$ cat config.mk
export PLATFORM = sky130hd
export DESIGN_NAME = dual_dac_front
export DESIGN_NICKNAME = d
export VERILOG_FILES = /design/src/rtl/dual_dac_front.sv
export SDC_FILE = /design/constraint.sdc
export NUM_CORES = 1
export LEC_CHECK = 0
export ABC_AREA = 1
export CAP_MARGIN = 20
export CORE_ASPECT_RATIO = 0.9
export CORE_MARGIN = 1.5
export CORE_UTILIZATION = 50
export CTS_CLUSTER_DIAMETER = 200
export DETAILED_ROUTE_END_ITERATION = 8
export DONT_BUFFER_PORTS = 1
export SLEW_MARGIN = 5
export SYNTH_ARGS = -nofsm -noshare
export SYNTH_HDL_FRONTEND = slang
export SYNTH_SLANG_ARGS = --single-unit
$ cat constraint.sdc
create_clock -name clk -period 1.55 [get_ports clk]
set_input_delay 0.0775 -clock clk [delete_from_list [all_inputs] [get_ports clk]]
set_output_delay 0.0775 -clock clk [all_outputs]
set_load 0.005 [all_outputs]
$ cat src/rtl/dual_dac_front.sv
module dual_dac_front #(
  parameter int W = 12
) (
  input  logic         clk,
  input  logic         rst,
  input  logic [W-1:0] bus_data,
  input  logic         sel_b,
  input  logic         wr_n,
  input  logic         ld_n,
  output logic [W-1:0] code_a,
  output logic [W-1:0] code_b
);
  logic [W-1:0] dat_m, dat_s;
  logic         sel_m, sel_s, wr_m, wr_s, ld_m, ld_s, ld_q;
  logic [W-1:0] stg_a, stg_b, out_a, out_b;

  always_ff @(posedge clk) begin
    if (rst) begin
      {dat_m, dat_s} <= '0;
      {sel_m, sel_s} <= 2'b00;
      {wr_m, wr_s, ld_m, ld_s, ld_q} <= 5'b11111;
    end else begin
      dat_m <= bus_data;  dat_s <= dat_m;
      sel_m <= sel_b;     sel_s <= sel_m;
      wr_m  <= wr_n;      wr_s  <= wr_m;
      ld_m  <= ld_n;      ld_s  <= ld_m;
      ld_q  <= ld_s;
    end
  end

  wire wr_a    = !wr_s && !sel_s;
  wire wr_b    = !wr_s &&  sel_s;
  wire ld_rise = ld_s && !ld_q;

  always_ff @(posedge clk) begin
    if (rst) begin
      stg_a <= '0; stg_b <= '0; out_a <= '0; out_b <= '0;
    end else begin
      if (wr_a) stg_a <= dat_s;
      if (wr_b) stg_b <= dat_s;
      if (!ld_s) begin
        out_a <= wr_a ? dat_s : stg_a;
        out_b <= wr_b ? dat_s : stg_b;
      end else if (ld_rise) begin
        out_a <= stg_a;
        out_b <= stg_b;
      end
    end
  end

  assign code_a = out_a;
  assign code_b = out_b;

  AST_WRITE_ONLY_SELECTED: assert property (@(posedge clk) disable iff (rst)
    (!wr_s && sel_s) |=> (stg_a == $past(stg_a)));
  AST_STAGE_HOLD: assert property (@(posedge clk) disable iff (rst)
    wr_s |=> (stg_a == $past(stg_a) && stg_b == $past(stg_b)));
  AST_LOAD_BOTH: assert property (@(posedge clk) disable iff (rst)
    (wr_s && !ld_s) |=> (out_a == $past(stg_a) && out_b == $past(stg_b)));
  AST_TRANSPARENT: assert property (@(posedge clk) disable iff (rst)
    (!wr_s && !ld_s && !sel_s) |=> (out_a == $past(dat_s) && out_b == $past(stg_b)));
  AST_OUT_HOLD: assert property (@(posedge clk) disable iff (rst)
    (ld_s && ld_q) |=> (out_a == $past(out_a) && out_b == $past(out_b)));
  AST_RISE_KEEP: assert property (@(posedge clk) disable iff (rst)
    (ld_s && !ld_q && wr_s) |=> $stable(out_a));
endmodule

==> results by group, run 1 <==
Status
  – Outcome: completed

Global route
  – Initial antenna violation count: 0
  – Pin count of the biggest net entering global routing: 55
  – GRT Util Overall: 21.9%
  – First-pass GRT wire length: between 10,000 and 15,000 um
  – Vias in the first global route: 2,337
  – Grt total ovfl: 0

Route
  – Detail Route Antenna Nets: 0
  – Drt pass-1 iters: 4
  – Final WL: between 6000 and 7000 um
  – Vias per cell: 4.81
  – DR WL/cell: 12.3 um
  – Iter 0 DRT Violations: 132
  – Drt drc: 0
  – Via count: 2,563

Clocking
  – Worst-path clk slew: 80 ps
  – # H-tree levels: 3
  – Clock insertion delay at the later pin of the skew report: 350 ps
  – Clock sink total: 79
  – CTS root buffer: clkbuf_8
  – CTS max path bufs: 2
  – Setup Buffers After CTS: 0
  – Cts bufs inserted: 9
  – CTS tree: done

STA
  – Worst Hold Margin: between 30 and 40 ps
  – Skew final: 7.17 ps
  – Post-layout min period: between 1000 and 1500 ps
  – Slew margin rel.: 66.2%
  – Tcrit/Tclk final: 81.1%
  – Setup tns final: 0 ps
  – Slew Viols, Final: 0
  – Fin. Hold Viols: 0
  – Slew @ Worst Pin: about 510 ps
  – Count of final setup violators: 0
  – Peak Freq: 0.795 GHz
  – RSZ-0062 raised after global routing: no

Power
  – LEAKAGE: 1.77 nW
  – Total power draw: 4.25 mW
  – VDD IR-drop max: 779 uV
  – Pwr per Cell Area: 1190 nW/um^2

Worst setup path
  – Max FO, Critical Path: 12
  – Critical path endpoint: code_a[2]
  – Critical Path RT: ~1800 ps
  – Worst R2R Path Depth: 7
  – Worst R2R End: code_a[2]
  – CP Launch Type: flip-flop
  – Worst r2r src: sel_s
  – CP Capture Type: flip-flop
  – Crit Path Category: flip-flop to flip-flop
  – CP startpoint: sel_s
  – Setup slack, reg-to-reg: 290 ps
  – Crit path DAT: 1500 ps

Cells and area
  – Nets@finish: 473
  – Multi-input gate area: 1150 um^2
  – Syn-to-layout area delta: 14.7%
  – Reg area: ~1600 um^2
  – Final Instance Count excl. Fillers: between 500 and 600
  – Layout cell share with drive strength beyond 1: 7.38%
  – Filler cell count: 566
  – Most common cell after layout, fill and taps aside: nand2_1
  – Antenna Cells: 0
  – Finished Cell Area: 3570 um^2
  – Most frequent cells in the layout: 134 x nand2_1, 84 x nand3_1, 79 x dfxtp_1, 64 x inv_1, 50 x nor2_1

Yosys
  – Post-Synthesis Cells: 445
  – Yosys cell types: 12
  – Syn_area_per_cell: about 7.0 um^2
  – Synthesized area: 3110 um^2
  – Synth warn: 0
  – Seq/Total Area, Yosys: 50.9%
  – #FFs+latches synth: 79
  – Syn_nets: 462

Placed design
  – Placed cell area: 3130 um^2
  – Hpwl dp: approximately 4000 um
  – Port bufs: 0
  – GPL Wtd Cong: between 0.8 and 0.9
  – Placed cells: 500

Floorplan
  – IO Pins: just over 40
  – Die ar.: 6700 um^2
  – Num rows: 27
  – Core ar.: about 6000 um^2
  – Die height: 77.8 um
  – Chip Width: around 86 um
  – Starting Density: 51.4%

Worst hold path
  – Hold crit path type: primary input to flip-flop

Flow run
  – Max Cap Violations: 0
[power breakdown]
| group | total [mW] | switching, mW | internal [mW] |
|---|---|---|---|
| Combinational | 0.241 | 0.153 | 0.0876 |
| Sequential | 2.12 | 0.0284 | 2.09 |
| Clock | 1.88 | 0.760 | 1.12 |
| Total | 4.25 | 0.942 | 3.31 |
[registers in the layout, indices dropped and copies added (netlist names)]
signal / cells
dat_m: 12
ld_m: 1
wr_m: 1
dat_s: 12
sel_m: 1
ld_q: 1
code_a: 12
stg_b: 12
wr_s: 1
ld_s: 1
sel_s: 1
code_b: 12
stg_a: 12
[cell usage after synthesis (all sizes together)]
library cell | count | area (um^2)
dfxtp | 79 | 1580
clkbuf | 1 | 3.75
buf | 24 | 126
nand3 | 84 | 420
or2 | 4 | 25.0
inv | 67 | 251
nand2 | 134 | 503
nor2 | 52 | 198
[cell families after synthesis]
logic type	count (synthesis)	synth area share [%]
buffers and inverters	92	12.3
flip-flops	79	50.9
AND/OR/NAND/NOR	274	36.9
[what timing repair did]
action	CTS	global route
hold buffers	17	0
resized for setup	0	1
hold endpoints to repair	54	0
endpoints found under the setup margin	0	23
[worst min-delay path by stage]
stage | slack (ps) | from | depth (start not counted) | end
3_5_place_dp | 160 | rst | 1 | stg_b[1]
6_report | 40 | rst | 2 | stg_b[1]
3_3_place_gp | 160 | rst | 1 | stg_b[1]
4_1_cts | 30 | rst | 2 | stg_b[1]
2_1_floorplan | 180 | ld_n | 1 | ld_m
5_1_grt | 30 | rst | 2 | dat_m[10]
[per-layer routing]
layer | routed length [um] | GRT usage (%)
met4 | 76 | 6.94
met3 | 347 | 8.09
met5 | 0 | 0
met1 | 3090 | 26.9
met2 | 3070 | 35.5
[final cells by class]
cell class | instances | share of cell area [%]
flip-flops and latches | 79 | 44.4
multi-input cells | 274 | 32.2
inverters | 67 | 7.05
repair buffers | 25 | 6.74
clock buffers | 10 | 3.86
clock inverters | 6 | 3.26
well taps | 72 | 2.53
[worst max-delay path, stage by stage, from the launching register on]
cell and delay, ps:
dfxtp_1 450, buf_4 200, inv_1 40, nand2_1 50, buf_4 190, nand2_1 90
nand3_1 80, nand2_1 50
[through the flow]
step | setup slack [ps] | util (%)
after global routing | 120 | 59.0
after CTS | 38.1 | 58.9
after detailed placement | 59.8 | 51.7
after floorplan | 579 | -
after global placement | 83.3 | 51.7
final | 293 | 59.0
Note: power is estimated with default switching activity, not from simulation.
==> run 2: changes to the inputs <==
==> constraint.sdc (replaced) <==
create_clock -name clk -period 1.2 [get_ports clk]
set_input_delay 0.06 -clock clk [delete_from_list [all_inputs] [get_ports clk]]
set_output_delay 0.06 -clock clk [all_outputs]
set_load 0.005 [all_outputs]
==> run 2 against run 1 <==
Compared with the run above:
- sequential power rose by 29%
- register-to-register slack got worse by 170 ps
- total power rose by 16%
- cell area barely moved
- hold slack got worse by 20 ps
- die area did not move
- largest power group unchanged
==> results by group, run 2 (synthesis results as in run 1) <==
Clocking
  – # H-tree levels: 3 (unchanged)
  – Setup Buffers After CTS: 0 (unchanged)
  – CTS root buffer: clkbuf_8
  – CTS max path bufs: 2 (unchanged)
  – Worst-path clk slew: 90 ps (about the same)
  – Clock insertion delay at the later pin of the skew report: 360 ps (about the same)
  – Clock sink total: 79 (unchanged)
  – CTS tree: done
  – Cts bufs inserted: 9 (unchanged)

STA
  – Peak Freq: 0.929 GHz (+17%)
  – Slew @ Worst Pin: 476 ps (-30.3 ps)
  – Count of final setup violators: 0 (unchanged)
  – Tcrit/Tclk final: 89.7% (+8.6 points)
  – Skew final: 7.96 ps (+0.786 ps)
  – Setup tns final: 0 ps (unchanged)
  – Post-layout min period: 1080 ps (-181 ps)
  – RSZ-0062 raised after global routing: no
  – Final worst setup slack: 124 ps (-169 ps)
  – Slew Viols, Final: 0 (unchanged)
  – Slew margin rel.: 68.2% (+2.0 points)
  – Fin. Hold Viols: 0 (unchanged)

Cells and area
  – Most frequent cells in the layout: 134 x nand2_1, 84 x nand3_1, 79 x dfxtp_1, 64 x inv_1, 51 x nor2_1
  – Most common cell after layout, fill and taps aside: nand2_1
  – Nets@finish: 475 (+0.42%)
  – Antenna Cells: 0 (unchanged)
  – Layout cell share with drive strength beyond 1: 7.56% (+0.18 points)
  – Syn-to-layout area delta: 14.6% (about the same)

Worst setup path
  – Max FO, Critical Path: 12 (unchanged)
  – Critical path's slowest cell: dfxtp_1
  – Worst R2R End: code_a[2]
  – Worst r2r src: sel_s
  – CP most frequent cell: nand2_1
  – Crit Path Category: flip-flop to flip-flop
  – CP Launch Type: flip-flop
  – CP max stage delay: 470 ps (+20 ps)
  – Critical Path RT: 1450 ps (-340 ps)
  – Critical path buffers and inverters: 2 (-1)
  – CP top delay family: flip-flops
  – CP Capture Type: flip-flop
  – Crit path DAT: 1330 ps (-170 ps)
  – Setup slack, reg-to-reg: 120 ps (-170 ps)
  – Cell Chain, Critical Path: inv_1 -> nand2_1 -> buf_12 -> nand2_1 -> nand3_1 -> nand2_1
  – Worst R2R Path Depth: 6 (-1)
  – CP startpoint: sel_s

Global route
  – Grt total ovfl: 0 (unchanged)
  – Pin count of the biggest net entering global routing: 52 (-5.5%)
  – First-pass GRT wire length: 11,100 um (-0.62%)
  – GRT Util Overall: 21.5% (-0.32 points)
  – Vias in the first global route: 2,365 (+1.2%)
  – Initial antenna violation count: 0 (unchanged)

Power
  – Switch Pwr: 1.31 mW (+39%)
  – Switching Share: 26.5% (+4.4 points)
  – Comb power frac: 6.5% (+0.8 points)
  – LEAKAGE: 1.78 nW (+0.32%)
  – Int Power: 3.63 mW (+9.7%)
  – Power share of the clock group: 38.0% (-6.4 points)
  – VDD IR-drop max: 798 uV (+2.4%)
  – Pwr per Cell Area: 1390 nW/um^2 (+16%)
  – Total power draw: 4.94 mW (+16%)
  – Seq pwr share: 55.5% (+5.5 points)

Floorplan
  – Starting Density: 51.4% (unchanged)
  – Num rows: 27 (unchanged)
  – Die ar.: 6700 um^2 (unchanged)
  – Die height: 77.8 um (unchanged)
  – Chip Width: 86.1 um (unchanged)
  – Core ar.: 6050 um^2 (unchanged)
  – IO Pins: 41 (unchanged)

Route
  – Via count: 2,518 (-1.8%)
  – Drt drc: 0 (unchanged)
  – WL met2: 2940 um (-4.3%)
  – Detail Route Antenna Nets: 0 (unchanged)
  – WL met3: 301 um (-13%)
  – Vias per cell: 4.71 (-2.1%)
  – WL met1: 3150 um (+1.9%)
  – Final WL: 6460 um (-1.9%)
  – Iter 0 DRT Violations: 158 (+20%)
  – Drt pass-1 iters: 4 (unchanged)
  – Max layer used: met4
  – DR WL/cell: 12.1 um (-2.3%)

Worst hold path
  – Min-delay src: rst
  – Hold EP: dat_m[10]
  – Hold crit path type: primary input to flip-flop
  – Hold Path Depth: 2 (unchanged)

Status
  – Outcome: completed

Placed design
  – Port bufs: 0 (unchanged)
  – Pre-CTS WS: 110 ps (+50.6 ps)
  – GPL Wtd Cong: 0.799 (-4.2%)
  – Hpwl dp: 3930 um (-1.3%)

Flow run
  – Max Cap Violations: 0 (unchanged)
## run 2: changes by cell type in the layout (fill, tap and decap cells not counted)
cell | previous run | this run
nor2_1 | 50 | 51
inv_8 | 0 | 1
inv_6 | 1 | 4
inv_4 | 0 | 1
bufinv_16 | 3 | 0
inv_2 | 3 | 2
nor2_2 | 2 | 1
clkinvlp_4 | 0 | 1
buf_4 | 8 | 6
buf_12 | 1 | 5
clkinv_4 | 2 | 1
clkbuf_8 | 10 | 9
## run 2: through the flow
| stage | hold WS [ps] | cells | utilization (%) | instance area [um^2] |
|---|---|---|---|---|
| 2_1_floorplan | 164 | 445 | - | 3110 |
| 3_3_place_gp | 137 | 502 | 52.8 | 3190 |
| 3_5_place_dp | 139 | 502 | 52.8 | 3190 |
| 4_1_cts | 7.89 | 535 | 58.9 | 3560 |
| 5_1_grt | 10.9 | 535 | 58.9 | 3560 |
| 6_report | 15.9 | 535 | 58.9 | 3560 |
## run 2: how the worst max path moves through the flow
| stage | to | depth (start not counted) |
|---|---|---|
| 2_1_floorplan | code_a[1] | 5 |
| 3_3_place_gp | code_b[1] | 5 |
| 3_5_place_dp | code_a[2] | 5 |
| 4_1_cts | code_a[2] | 5 |
| 5_1_grt | code_a[3] | 6 |
| 6_report | code_a[2] | 6 |
## run 2: routing by layer
layer	global-route usage, %	vias up
li1	-	1365
met4	7.26	0
met1	27.6	1080
met2	34.6	65
met3	6.28	8
met5	0	-
## run 2: repair_timing
action,in CTS,in global routing
gates resized for setup,0,2
endpoints found under the hold margin,58,0
endpoints found under the setup margin,0,12
hold buffers,17,0
## run 2: cell type report
| type | count | area [um^2] |
|---|---|---|
| clock buffer | 9 | 124 |
| inverter | 67 | 254 |
| multi-input combinational | 274 | 1150 |
| clock inverter | 7 | 62.6 |
| timing repair buffer | 27 | 305 |
| sequential | 79 | 1580 |
| fill | 541 | 2480 |
| tap | 72 | 90.1 |
## run 2: power groups by stage
stage	combinational, mW	sequential (mW)	clock, mW
floorplan	0.217	2.79	0
global placement	0.245	2.80	0
detailed placement	0.249	2.80	0
CTS	0.321	2.74	1.92
global route	0.365	2.75	2.05
finish	0.320	2.74	1.87
==> run 3: changes to the inputs <==
==> constraint.sdc (replaced) <==
create_clock -name clk -period 1.2 [get_ports clk]
set_input_delay 0.06 -clock clk [delete_from_list [all_inputs] [get_ports clk]]
set_output_delay 0.06 -clock clk [all_outputs]
set_load 0.05 [all_outputs]
==> run 3 against run 2 <==
Compared with the run above:
- wire length is 2.2% higher
- worst setup slack better by 33 ps
- sequential power is essentially flat
- die area stayed put
- non-clock buffer count grew 26
- global-route usage rose by 0.40 points
- total power is 1.4% higher
- cell area up 5.5%
- critical endpoint is now code_a[6]
- largest power group unchanged
- highest routed layer unchanged
==> results by group, run 3 (synthesis results as in run 1) <==
Worst setup path
  – Critical path endpoint: code_a[6]
  – Worst r2r src: ld_s
  – Worst R2R Path Depth: 5 (-1)
  – Crit path DAT: 1330 ps (about the same)
  – Worst R2R End: code_a[6]
  – Crit Path Category: flip-flop to flip-flop
  – Setup slack, reg-to-reg: 160 ps (+30 ps)
  – CP Launch Type: flip-flop
  – Critical Path RT: 1490 ps (+40 ps)
  – Max FO, Critical Path: 28 (+16)
  – CP Capture Type: flip-flop
  – CP startpoint: ld_s

Placed design
  – Port bufs: 0 (unchanged)
  – Placed cell area: 3390 um^2 (+6.1%)
  – Pre-CTS WS: 120 ps (+9.63 ps)
  – GPL Wtd Cong: 0.775 (-3.1%)
  – Hpwl dp: 4160 um (+5.7%)
  – Placed cells: 528 (+5.2%)

STA
  – Slew margin rel.: 69.1% (+0.83 points)
  – Skew final: 7.74 ps (-0.219 ps)
  – Final worst setup slack: 156 ps (+32.7 ps)
  – Peak Freq: 0.958 GHz (+3.1%)
  – Setup tns final: 0 ps (unchanged)
  – Post-layout min period: 1040 ps (-32.7 ps)
  – Worst Hold Margin: 26.8 ps (+10.9 ps)
  – RSZ-0062 raised after global routing: no
  – Count of final setup violators: 0 (unchanged)
  – Fin. Hold Viols: 0 (unchanged)
  – Tcrit/Tclk final: 87.0% (-2.7 points)
  – Slew Viols, Final: 0 (unchanged)
  – Slew @ Worst Pin: 463 ps (-12.4 ps)

Floorplan
  – Num rows: 27 (unchanged)
  – Starting Density: 51.4% (unchanged)
  – Die height: 77.8 um (unchanged)
  – Die ar.: 6700 um^2 (unchanged)
  – Core ar.: 6050 um^2 (unchanged)
  – Chip Width: 86.1 um (unchanged)
  – IO Pins: 41 (unchanged)

Global route
  – Initial antenna violation count: 0 (unchanged)
  – Pin count of the biggest net entering global routing: 52 (unchanged)
  – First-pass GRT wire length: 11,400 um (+2.1%)
  – Grt total ovfl: 0 (unchanged)
  – GRT Util Overall: 21.9% (+0.40 points)
  – Vias in the first global route: 2,432 (+2.8%)

Power
  – LEAKAGE: 1.92 nW (+7.9%)
  – Pwr per Cell Area: 1330 nW/um^2 (-3.9%)
  – Total power draw: 5.01 mW (+1.4%)
  – Int Power: 3.80 mW (+4.8%)
  – Power share of the clock group: 37.6% (-0.4 points)
  – Seq pwr share: 54.7% (-0.8 points)
  – Switch Pwr: 1.21 mW (-7.9%)
  – VDD IR-drop max: 998 uV (+25%)
  – Comb power frac: 7.6% (+1.1 points)
  – Switching Share: 24.1% (-2.4 points)

Cells and area
  – Filler cell count: 577 (+6.7%)
  – Nets@finish: 501 (+5.5%)
  – Most frequent cells in the layout: 134 x nand2_1, 84 x nand3_1, 78 x dfxtp_1, 64 x inv_1, 51 x nor2_1
  – Finished Cell Area: 3760 um^2 (+5.5%)
  – Antenna Cells: 0 (unchanged)
  – Multi-input gate area: 1150 um^2 (unchanged)
  – Syn-to-layout area delta: 21.0%
  – Layout cell share with drive strength beyond 1: 12.3% (+4.7 points)
  – Final Core Density: 62.2% (+3.3 points)
  – Most common cell after layout, fill and taps aside: nand2_1
  – Reg area: 1580 um^2 (about the same)
  – Final Instance Count excl. Fillers: 560 (+4.7%)

Route
  – Drt pass-1 iters: 5 (+1)
  – Drt drc: 0 (unchanged)
  – DR WL/cell: 11.8 um (-2.4%)
  – Iter 0 DRT Violations: 159 (+0.63%)
  – Via count: 2,631 (+4.5%)
  – Detail Route Antenna Nets: 0 (unchanged)
  – Vias per cell: 4.70 (-0.18%)
  – Final WL: 6600 um (+2.2%)

Status
  – Outcome: completed

Clocking
  – Clock sink total: 79 (unchanged)
  – CTS tree: done
  – Cts bufs inserted: 9 (unchanged)
  – CTS root buffer: clkbuf_8
  – CTS max path bufs: 2 (unchanged)
  – Worst-path clk slew: 80 ps (about the same)
  – # H-tree levels: 3 (unchanged)
  – Clock insertion delay at the later pin of the skew report: 340 ps (-20 ps)

Worst hold path
  – Hold crit path type: primary input to flip-flop
  – Hold Path Depth: 3 (+1)
  – Min-delay src: rst

Flow run
  – Max Cap Violations: 0 (unchanged)
## run 3: per-layer routing
metal  vias up  GRT usage, %  wire length, um
li1       1420             -                -
met1      1133          27.4             3110
met2        71          37.1             3080
met3         7          5.21              337
met4         0          7.26               72
met5         -             0                0
## run 3: worst min path at each step
stage          slack (ps)       end
2_1_floorplan         160      ld_m
3_3_place_gp          140  stg_b[0]
3_5_place_dp          140     sel_m
4_1_cts                20      ld_q
5_1_grt                30      ld_q
6_report               30      ld_q
## run 3: final cells by class
class                      count  area share [%]
sequential                    79            42.1
tap                           72            2.40
inverter                      67            6.75
timing repair buffer          53            13.3
clock buffer                  10            3.39
multi-input combinational    274            30.5
clock inverter                 5            1.60
## run 3: power by group through the flow
stage                     Combinational (mW)  Clock, mW  Sequential (mW)
after floorplan                        0.217          0             2.83
after global placement                 0.304          0             2.80
after detailed placement               0.309          0             2.80
after CTS                              0.381       1.92             2.74
after global routing                   0.432       2.06             2.75
final                                  0.383       1.88             2.74
## run 3: worst max-delay path, stage by stage (launching register included)
cell     delay, ps
dfxtp_1        470
buf_12         210
nand3_1        100
nand2_1         80
nand2_1         50
nand2_1         80
## run 3: repair_timing
item                       CTS  global route
gates resized for setup      0             3
setup endpoints to repair    0            16
hold endpoints to repair    54             0
hold buffers                17             0
buffers inserted             0             0
